==> src/rtl/agu_pkg.sv <==
package agu_pkg;
    typedef enum logic [1:0] {
        AM_OFFSET = 2'd0,
        AM_AUTO   = 2'd1,
        AM_REGIX  = 2'd2,
        AM_DIRECT = 2'd3
    } amode_e;

    typedef enum logic [1:0] {
        S_IDLE   = 2'd0,
        S_ISSUE  = 2'd1,
        S_COMMIT = 2'd2
    } seq_state_e;
endpackage

==> src/rtl/agu_idx_file.sv <==
module agu_idx_file #(
    parameter int NUM_IX = 4,
    parameter int BYTE_W = 8,
    parameter int SEL_W  = 4,
    localparam int IX_W  = 2 * BYTE_W,
    localparam int IXS_W = (NUM_IX > 1) ? $clog2(NUM_IX) : 1
) (
    input  logic                     clk,
    input  logic                     rst_n,
    input  logic                     reg_we,
    input  logic [SEL_W-1:0]         reg_sel,
    input  logic [BYTE_W-1:0]        reg_wdata,
    input  logic                     wb_en,
    input  logic [IXS_W-1:0]         wb_sel,
    input  logic [IX_W-1:0]          wb_val,
    output logic [NUM_IX*IX_W-1:0]   ix_flat
);
    localparam int MAP_SLOTS = 2 * NUM_IX;

    logic [IX_W-1:0] ix_q [NUM_IX];

    for (genvar g = 0; g < NUM_IX; g++) begin : g_ix
        localparam logic [SEL_W-1:0] LO_SLOT = SEL_W'(2 * g);
        localparam logic [SEL_W-1:0] HI_SLOT = SEL_W'(2 * g + 1);

        always_ff @(posedge clk) begin
            if (!rst_n) begin
                ix_q[g] <= '0;
            end else if (wb_en && (wb_sel == IXS_W'(g))) begin
                ix_q[g] <= wb_val;
            end else if (reg_we && (reg_sel == LO_SLOT)) begin
                ix_q[g][BYTE_W-1:0] <= reg_wdata;
            end else if (reg_we && (reg_sel == HI_SLOT)) begin
                ix_q[g][IX_W-1:BYTE_W] <= reg_wdata;
            end
        end

        assign ix_flat[g*IX_W +: IX_W] = ix_q[g];
    end

    // the write-back value is what the selected register holds afterwards
    a_r9_wb_final: assert property (@(posedge clk) disable iff (!rst_n)
        wb_en |=> (ix_q[$past(wb_sel)] == $past(wb_val)));

    // slots above the index bytes leave every index register untouched
    a_r2_upper_slots_ignored: assert property (@(posedge clk) disable iff (!rst_n)
        (reg_we && (int'(reg_sel) >= MAP_SLOTS) && !wb_en) |=> $stable(ix_flat));
endmodule

==> src/rtl/agu_ea_calc.sv <==
module agu_ea_calc
    import agu_pkg::*;
#(
    parameter int BYTE_W = 8,
    parameter int DISP_W = 7,
    localparam int IX_W  = 2 * BYTE_W
) (
    input  amode_e              mode,
    input  logic [IX_W-1:0]     ix_val,
    input  logic [BYTE_W-1:0]   offset,
    input  logic                dec_sign,
    input  logic [BYTE_W-1:0]   r3_val,
    input  logic [BYTE_W-1:0]   dir_n,
    output logic [IX_W-1:0]     ea,
    output logic                wb,
    output logic [IX_W-1:0]     nv
);
    localparam logic [IX_W-1:0] PRE_MASK = ~IX_W'((1 << DISP_W) - 1);

    logic [IX_W-1:0] disp_z;
    logic [IX_W-1:0] off_z;
    logic [IX_W-1:0] r3_z;

    assign disp_z = {{(IX_W-DISP_W){1'b0}}, offset[DISP_W-1:0]};
    assign off_z  = {{BYTE_W{1'b0}}, offset};
    assign r3_z   = {{BYTE_W{1'b0}}, r3_val};

    always_comb begin
        ea = ix_val;
        wb = 1'b0;
        nv = ix_val;
        unique case (mode)
            AM_OFFSET: begin
                ea = ix_val + off_z;
            end
            AM_AUTO: begin
                wb = 1'b1;
                if (dec_sign) begin
                    ea = ix_val + (disp_z | PRE_MASK);
                    nv = ix_val + (disp_z | PRE_MASK);
                end else begin
                    ea = ix_val;
                    nv = ix_val + disp_z;
                end
            end
            AM_REGIX: begin
                ea = ix_val + r3_z;
            end
            AM_DIRECT: begin
                ea = {{BYTE_W{1'b0}}, ~dir_n};
            end
        endcase
    end
endmodule

==> src/rtl/agu_seq.sv <==
module agu_seq
    import agu_pkg::*;
(
    input  logic clk,
    input  logic rst_n,
    input  logic req,
    output logic capture,
    output logic addr_phase,
    output logic wb_phase
);
    seq_state_e state_q;
    seq_state_e state_d;

    always_ff @(posedge clk) begin
        if (!rst_n) state_q <= S_IDLE;
        else        state_q <= state_d;
    end

    always_comb begin
        state_d = state_q;
        unique case (state_q)
            S_IDLE:   if (req) state_d = S_ISSUE;
            S_ISSUE:  state_d = S_COMMIT;
            S_COMMIT: state_d = S_IDLE;
            default:  state_d = S_IDLE;
        endcase
    end

    always_comb begin
        capture    = 1'b0;
        addr_phase = 1'b0;
        wb_phase   = 1'b0;
        unique case (state_q)
            S_IDLE:   capture    = req;
            S_ISSUE:  addr_phase = 1'b1;
            S_COMMIT: wb_phase   = 1'b1;
            default:  ;
        endcase
    end

    // the address phase lasts one cycle and is followed by the commit phase
    a_r8_single_addr: assert property (@(posedge clk) disable iff (!rst_n)
        addr_phase |=> (!addr_phase && wb_phase));

    // the commit phase only ever follows an address phase
    a_r8_wb_after_addr: assert property (@(posedge clk) disable iff (!rst_n)
        wb_phase |-> $past(addr_phase));

    // no capture while a transaction is in progress
    a_r10_busy_no_capture: assert property (@(posedge clk) disable iff (!rst_n)
        (addr_phase || wb_phase) |-> !capture);
endmodule

==> src/rtl/idx_agu.sv <==
module idx_agu
    import agu_pkg::*;
#(
    parameter int NUM_IX = 4,
    parameter int BYTE_W = 8,
    parameter int DISP_W = 7,
    parameter int SEL_W  = 4,
    localparam int IX_W  = 2 * BYTE_W,
    localparam int IXS_W = (NUM_IX > 1) ? $clog2(NUM_IX) : 1
) (
    input  logic              clk,
    input  logic              rst_n,
    input  logic              req,
    input  logic [1:0]        mode,
    input  logic [IXS_W-1:0]  ix_sel,
    input  logic [BYTE_W-1:0] offset,
    input  logic              dec_sign,
    input  logic [BYTE_W-1:0] r3_val,
    input  logic [BYTE_W-1:0] dir_n,
    input  logic              reg_we,
    input  logic [SEL_W-1:0]  reg_sel,
    input  logic [BYTE_W-1:0] reg_wdata,
    output logic              addr_valid,
    output logic [IX_W-1:0]   mem_addr,
    output logic              ix_wb,
    output logic [IX_W-1:0]   ix_new
);
    logic [NUM_IX*IX_W-1:0] ix_flat;
    logic [IX_W-1:0]        ix_cur;
    logic                   capture;
    logic                   addr_phase;
    logic                   wb_phase;
    logic [IX_W-1:0]        ea_c;
    logic                   wb_c;
    logic [IX_W-1:0]        nv_c;

    logic [IX_W-1:0]        ea_q;
    logic                   wb_q;
    logic [IX_W-1:0]        nv_q;
    logic [IXS_W-1:0]       sel_q;
    amode_e                 mode_q;
    logic                   sign_q;

    assign ix_cur = ix_flat[ix_sel*IX_W +: IX_W];

    agu_seq u_seq (
        .clk        (clk),
        .rst_n      (rst_n),
        .req        (req),
        .capture    (capture),
        .addr_phase (addr_phase),
        .wb_phase   (wb_phase)
    );

    agu_ea_calc #(.BYTE_W(BYTE_W), .DISP_W(DISP_W)) u_calc (
        .mode     (amode_e'(mode)),
        .ix_val   (ix_cur),
        .offset   (offset),
        .dec_sign (dec_sign),
        .r3_val   (r3_val),
        .dir_n    (dir_n),
        .ea       (ea_c),
        .wb       (wb_c),
        .nv       (nv_c)
    );

    always_ff @(posedge clk) begin
        if (!rst_n) begin
            ea_q   <= '0;
            wb_q   <= 1'b0;
            nv_q   <= '0;
            sel_q  <= '0;
            mode_q <= AM_OFFSET;
            sign_q <= 1'b0;
        end else if (capture) begin
            ea_q   <= ea_c;
            wb_q   <= wb_c;
            nv_q   <= nv_c;
            sel_q  <= ix_sel;
            mode_q <= amode_e'(mode);
            sign_q <= dec_sign;
        end
    end

    assign addr_valid = addr_phase;
    assign mem_addr   = ea_q;
    assign ix_wb      = wb_phase && wb_q;
    assign ix_new     = nv_q;

    agu_idx_file #(.NUM_IX(NUM_IX), .BYTE_W(BYTE_W), .SEL_W(SEL_W)) u_file (
        .clk       (clk),
        .rst_n     (rst_n),
        .reg_we    (reg_we),
        .reg_sel   (reg_sel),
        .reg_wdata (reg_wdata),
        .wb_en     (ix_wb),
        .wb_sel    (sel_q),
        .wb_val    (nv_q),
        .ix_flat   (ix_flat)
    );

    // a direct access stays inside the first 256 bytes
    a_r7_direct_page: assert property (@(posedge clk) disable iff (!rst_n)
        (addr_valid && mode_q == AM_DIRECT) |-> (mem_addr[IX_W-1:BYTE_W] == '0));

    // pre-decrement stores exactly the address it issued
    a_r4_pre_matches_addr: assert property (@(posedge clk) disable iff (!rst_n)
        (ix_wb && mode_q == AM_AUTO && sign_q) |-> (ix_new == $past(mem_addr)));

    // non-modifying modes never raise the write-back strobe
    a_r3_no_wb_plain: assert property (@(posedge clk) disable iff (!rst_n)
        (addr_valid && mode_q != AM_AUTO) |=> !ix_wb);
endmodule

==> config.mk <==
export PLATFORM = sky130hd
export DESIGN_NAME = idx_agu
export DESIGN_NICKNAME = d
export VERILOG_FILES = /design/src/rtl/agu_pkg.sv /design/src/rtl/agu_idx_file.sv /design/src/rtl/agu_ea_calc.sv /design/src/rtl/agu_seq.sv /design/src/rtl/idx_agu.sv
export SDC_FILE = /design/constraint.sdc
export NUM_CORES = 1
export LEC_CHECK = 0
export BUFFER_PORTS_ARGS = -buffer_cell sky130_fd_sc_hd__buf_2
export CAP_MARGIN = 40
export CORE_ASPECT_RATIO = 1.1
export CORE_MARGIN = 5
export CORE_UTILIZATION = 50
export CTS_CLUSTER_DIAMETER = 60
export DETAILED_ROUTE_END_ITERATION = 8
export PLACE_DENSITY = 0.73
export REMOVE_ABC_BUFFERS = 1
export SYNTH_ARGS = -nofsm -noshare
export SYNTH_HDL_FRONTEND = slang
export SYNTH_SLANG_ARGS = --single-unit
==> constraint.sdc <==
create_clock -name clk -period 4 [get_ports clk]
set_clock_uncertainty 0.1 [all_clocks]
set_input_delay 0.8 -clock clk [delete_from_list [all_inputs] [get_ports clk]]
set_output_delay 0.8 -clock clk [all_outputs]
set_load 0.005 [all_outputs]
# Word level (Yosys, flattened, before mapping)
# Memories as Yosys holds them, arrays and structs flattened.
# Index checks and enable logic that the tools add are counted.
[totals] ram_bits=64 in_bits=45 output_inout_bits=34 register_bits=37 elab_cells=128 mem_count=1
[op_classes] muxes=71 addsub=4 bitwise=13 eq_ne=16 shift=1 reduce_logical=17
[mem_list] memory="u_file.ix_q" words=4 word_bits=16 read_ports=4 rd_ports_with_merged_regs=0 write_ports=4 line="agu_idx_file.sv:20" text="logic [IX_W-1:0] ix_q [NUM_IX];"
[ops] op="$mux 16" n=7
[ops] op="$mux 8" n=8
[ops] op="$pmux 16 s4" n=1
[ops] op="$shiftx 64x7->16" n=1
[ops] op="$mux 1" n=53
[ops] op="$add 16x8->16" n=2
[ops] op="$add 16x16->16" n=1
[ops] op="$add 16x7->16" n=1
[ops] op="$eq 4x3->1 const B" n=4
[ops] op="$logic_and 1x1->1" n=13
[ops] op="$or 1x1->1" n=12
[ops] op="$eq 2x2->1 const B" n=5
[ops] op="$eq 4x2->1 const B" n=2
[ops] op="$not 8->8" n=1
[ops] op="$eq 2x1->1 const B" n=3
[ops] op="$logic_not 2->1" n=3
[ops] op="$eq 4x1->1 const B" n=1
[ops] op="$logic_not 4->1" n=1
[ops] op="$pmux 2 s2" n=1
[ops] op="$mux 2" n=1
[ops] op="$ne 2x2->1 const B" n=1

# Longest topological paths before layout
[logic_depth] depth_word=9 mapped_depth=14 depth_no_buf=12

# Hierarchy
# From an unflattened synthesis, not the netlist that was laid out.
[hier_totals] cells_unflattened=643 area_unflattened_um2=6538.8
[by_module_without_submodules] module="agu_idx_file" instances=1 cells_each=241 area_each_um2=2969.1 seq_area_each_um2=1921.8
[by_module_without_submodules] module="idx_agu" instances=1 cells_each=133 area_each_um2=1742.9 seq_area_each_um2=700.7
[by_module_without_submodules] module="agu_ea_calc" instances=1 cells_each=262 area_each_um2=1739.2 seq_area_each_um2=0.0
[by_module_without_submodules] module="agu_seq" instances=1 cells_each=7 area_each_um2=87.6 seq_area_each_um2=40.0

# Worst setup path before layout
# No wires, ideal clock.
[synth_timing] path_type="input port to flip-flop" from="in ix_sel[0]" to="reg ea_q[8] (netlist: mem_addr[8])" path_slack_ns=0.087 arrival_time_ns=3.691 cell_stages=12 n_path_buf=2 cell_sequence="buf_6 > buf_2 > mux4_2 > ha_1 > inv_1 > fa_1 > nand2b_1 > nand3b_1 > a2111oi_0 > nor2_1 > xor2_1 > a221o_1"
[synth_via] elab_chain_cells=4 elab_cells_between_ends=6 cone_classes="add/sub: 3; shift: 1; mux: 2"
[synth_lines] item="start: declaration" line="idx_agu.sv:15" text="input logic [IXS_W-1:0] ix_sel,"
[synth_lines] item="$shiftx 64x7->16 *" line="idx_agu.sv:44" text="assign ix_cur = ix_flat[ix_sel*IX_W +: IX_W];"
[synth_lines] item="$add 16x16->16" line="agu_ea_calc.sv:39" text="ea = ix_val + (disp_z | PRE_MASK);"
[synth_lines] item="$mux 16" line="agu_ea_calc.sv:38" text="if (dec_sign) begin"
[synth_lines] item="$pmux 16 s4 *" line="agu_ea_calc.sv:32" text="unique case (mode)"
[synth_lines] item="end signal: assignment" line="idx_agu.sv:69" text="ea_q <= '0;"
[synth_lines] item="end signal: assignment" line="idx_agu.sv:76" text="ea_q <= ea_c;"
[synth_lines] item="end: declaration" line="idx_agu.sv:37" text="logic [IX_W-1:0] ea_q;"
# Mark *: on every way between the ends. The rest lies on a longest branch, timed or not.
# A chain may end at the register's enable or synchronous reset.

# Final worst setup path
[layout_timing] from="in ix_sel[0]" to="reg nv_q[12] (netlist: ix_new[12])"
[layout_via] elab_chain_cells=4 elab_cells_between_ends=5 cone_classes="add/sub: 2; shift: 1; mux: 2"
[layout_lines] item="$shiftx 64x7->16 *" line="idx_agu.sv:44"
[layout_lines] item="$add 16x7->16 / $add 16x16->16 (equally long branches)" line="agu_ea_calc.sv:43, agu_ea_calc.sv:40"
[layout_lines] item="$mux 16" line="agu_ea_calc.sv:38"
[layout_lines] item="$mux 16 *" line="agu_ea_calc.sv:32"
[layout_lines] item="end signal: assignment" line="idx_agu.sv:78" text="nv_q <= nv_c;"
[layout_lines] item="end: declaration" line="idx_agu.sv:39" text="logic [IX_W-1:0] nv_q;"
# Marked as above.

==> impl_metrics.env <==
export IMPL_result_of_the_run="complete, no violations"
export IMPL_crit_arrival_ps=3670
export IMPL_ir_drop_v=0.000176
export IMPL_postSynthAreaPerCell_um2=10.6
export IMPL_floorplan_die_width_um=114
export IMPL_cp_required_ps=4160
export IMPL_maxClockFrequency_mhz=285
export IMPL_num_vias=4835
export IMPL_crit_chain="buf_2 > buf_4 > mux4_2 > fa_1 > a211oi_1 > o21a_1 > o21ai_2 > nor3b_1 > o21ai_0 > xor2_1 > o21ai_0"
export IMPL_period_minus_slack_ps=3510
export IMPL_worst_reg_to_reg_cells=10
export IMPL_setup_repair_after_global_routing_missed_its_margin="false"
export IMPL_post_synth_inst_count=555
export IMPL_timing_setup_critical_path_class="primary input to flip-flop"
export IMPL_post_detailed_route_via_to_cell_ratio=6.14
export IMPL_fin_nets=695
export IMPL_final_period_utilization_pct=87.8
export IMPL_leakage_power_summed_over_all_cells_nw=2.66
export IMPL_worstHoldEndpoint="mem_addr[14]$_SDFFE_PN0P_"
export IMPL_die_height_um=124
export IMPL_port_buffers=78
export IMPL_number_of_antenna_violations_at_the_first_check_in_global_routing=0
export IMPL_yosys_area_top_type="edfxtp_1"
export IMPL_post_synth_top_area_fraction_pct=32.6
export IMPL_timing_critical_path_slowest_stage_cell="mux4_2"
export IMPL_post_cts_sizing=0
export IMPL_synth_top_cells_by_area="edfxtp_1 33%, dfxtp_1 13%, a22o_1 9.5%, mux4_2 5.3%, ha_1 3.4%"
export IMPL_cts_sink_count=101
export IMPL_cts_hold_buffers=0
export IMPL_worst_hold_slack_ps=353
export IMPL_final_cell_mix="78 x buf_2, 64 x a22o_1, 64 x edfxtp_1"
export IMPL_detailedRoute_firstPassIterationCount=5
export IMPL_fp_dieArea_um2=14100
export IMPL_ys_warn_count=0
export IMPL_critPathBufInv=2
export IMPL_critical_path_endpoint_type="flip-flop"
export IMPL_yosys_register_bits=101
export IMPL_drt_wirelength_per_cell_um=20.1
export IMPL_critical_path_top_delay_family="compound AO/OA/AOI/OAI gates"
export IMPL_crit_path_max_incr_delay_ps=590
export IMPL_hold_viol_final=0
export IMPL_layout_filler_cells=964
export IMPL_p_per_area_nw_per_um2=375
export IMPL_totalWireLength_um=15800
export IMPL_mostFrequentLayoutCell="buf_2"
export IMPL_synth_edf_count=64
export IMPL_cts_made_buffers=9
export IMPL_rrSetupSlack_ps=720
export IMPL_cts_htree_levels=3
export IMPL_drcViolationCount=0
export IMPL_synth_async_reset_ratio_pct=0
export IMPL_path_clk_slew_ps=70
export IMPL_slew_headroom_pct=47.9
export IMPL_final_setup_viol_count=0
export IMPL_fin_tns_setup_ps=0
export IMPL_post_synthesis_cell_area_um2=5900
export IMPL_slew_at_the_pin_closest_to_its_max_slew_limit_ps=778
export IMPL_root_buffer="clkbuf_16"
export IMPL_end_of_the_worst_register_to_register_path="ix_new[12]$_SDFFE_PN0P_"
export IMPL_hold_class="flip-flop to flip-flop"
export IMPL_via_count_of_the_first_global_routing_pass=4698
export IMPL_start_util_pct=51.1
export IMPL_post_route_cells_drive_above_1_share_pct=24.0
export IMPL_timing_critical_path_fanout_max=7
export IMPL_clock_tree_buf_depth=2
export IMPL_post_cts_setup_buffer_count=0
export IMPL_gp_congestion=0.902
export IMPL_n_antenna_cell=0
export IMPL_dp_hpwl_um=11600
export IMPL_detail_route_antenna_nets=0
export IMPL_grt_start_max_net_pins=22
export IMPL_insertion_delay_ps=340
export IMPL_num_io_pins=79
export IMPL_fp_row_count=41
export IMPL_drt_first_iter_violations=390
export IMPL_critPathMostFrequentCell="o21ai_0"
export IMPL_ys_flop_type="edfxtp_1"
export IMPL_hp_start="mem_addr[14]$_SDFFE_PN0P_"
export IMPL_netlist_cell_type_count=58
export IMPL_drv_cap=0
export IMPL_critPathLaunchType="primary input"
export IMPL_design_core_area_um2=11500
export IMPL_final_max_slew_violation_count=0
export IMPL_yosysSeqAreaShare_pct=45.1
export IMPL_critical_path_reg2reg_startpoint="u_file.ix_q[1][0]$_SDFFCE_PN0P_"
export IMPL_grt_first_pass_wirelength_um=25100
export IMPL_groute_usage_overall_pct=23.1
export IMPL_hold_path_depth=2
export IMPL_synthToLayoutAreaGrowth_pct=15.2
export IMPL_cts_tree="yes"
export IMPL_grt_overflow_total=0
[through the flow]
stage                     cells  total power (W)  cell area, um2  worst slack, ps  utilization [%]
after floorplan             517          0.00153            5730              225                -
after global placement      770          0.00170            6500              271             56.3
after detailed placement    771          0.00172            6510              207             56.4
after CTS                   787          0.00255            6800              517             58.9
after global routing        787          0.00265            6800              288             58.9
final                       787          0.00255            6800              490             58.9
[sequential cells by signal, indices dropped and copies added (netlist names)]
register / cells
u_file.ix_q: 64
u_seq.state_q: 2
mem_addr: 16
sel_q: 2
wb_q: 1
ix_new: 16
[worst max-delay path by stage]
stage	slack, ps	startpoint	cells after the start	endpoint
floorplan	230	mode[1]	11	mem_addr[8]$_SDFFE_PN0P_
global placement	270	ix_sel[0]	11	mem_addr[8]$_SDFFE_PN0P_
detailed placement	210	ix_sel[0]	11	ix_new[12]$_SDFFE_PN0P_
CTS	520	ix_sel[0]	11	ix_new[12]$_SDFFE_PN0P_
global route	290	mode[1]	15	mem_addr[10]$_SDFFE_PN0P_
finish	490	ix_sel[0]	11	ix_new[12]$_SDFFE_PN0P_
[worst min-delay path: cells and delay by family, from the launching register on]
| kind | cells | cell delay [ps] |
|---|---|---|
| AO/OA/AOI/OAI | 1 | 50 |
| flip-flops | 1 | 310 |
| AND/OR/NAND/NOR | 1 | 50 |
[cells in the mapped netlist (11+ instances only)]
cell / number
nand2_1: 39
clkbuf_1: 21
xnor2_1: 16
mux4_2: 14
a22o_1: 64
o21ai_0: 35
nor2_1: 47
nor3_1: 11
ha_1: 16
edfxtp_1: 64
a21oi_1: 34
dfxtp_1: 37
xor2_1: 20
[routing by layer]
layer	global-route usage, %	part of all wire, %
met1	30.3	41
met2	39.1	48
met3	3.98	8.7
met4	7.74	2.1
met5	0	0
[final cells by class]
class | instances | area (um2) | area share (%)
Clock inverter | 6 | 55.1 | 0.810
Inverter | 7 | 26.3 | 0.387
Timing Repair Buffer | 104 | 586 | 8.62
Clock buffer | 10 | 229 | 3.37
Tap cell | 150 | 188 | 2.76
Multi-Input combinational cell | 409 | 3050 | 44.9
Sequential cell | 101 | 2660 | 39.2
[where the power goes]
part / leakage (nW) / switching [W] / total (W) / internal, W
Clock: 0.133 / 0.000408 / 0.000843 / 0.000435
Combinational: 1.56 / 0.000287 / 0.000494 / 0.000207
Sequential: 0.964 / 0.0000458 / 0.00121 / 0.00116
Total: 2.66 / 0.000741 / 0.00255 / 0.00180
[cell families (layout without fill, tap and decap cells)]
family | after synthesis | after routing | synth area share (%)
buffers and inverters | 45 | 127 | 3.31
DFF | 101 | 101 | 45.1
and+or+nand+nor | 143 | 143 | 11.8
xor gates and xnor gates | 36 | 36 | 5.34
muxes | 28 | 28 | 8.46
AOI/OAI and AO/OA | 184 | 184 | 21.9
adders and majority gates | 18 | 18 | 4.07
Note: power is estimated with default switching activity, not from simulation.
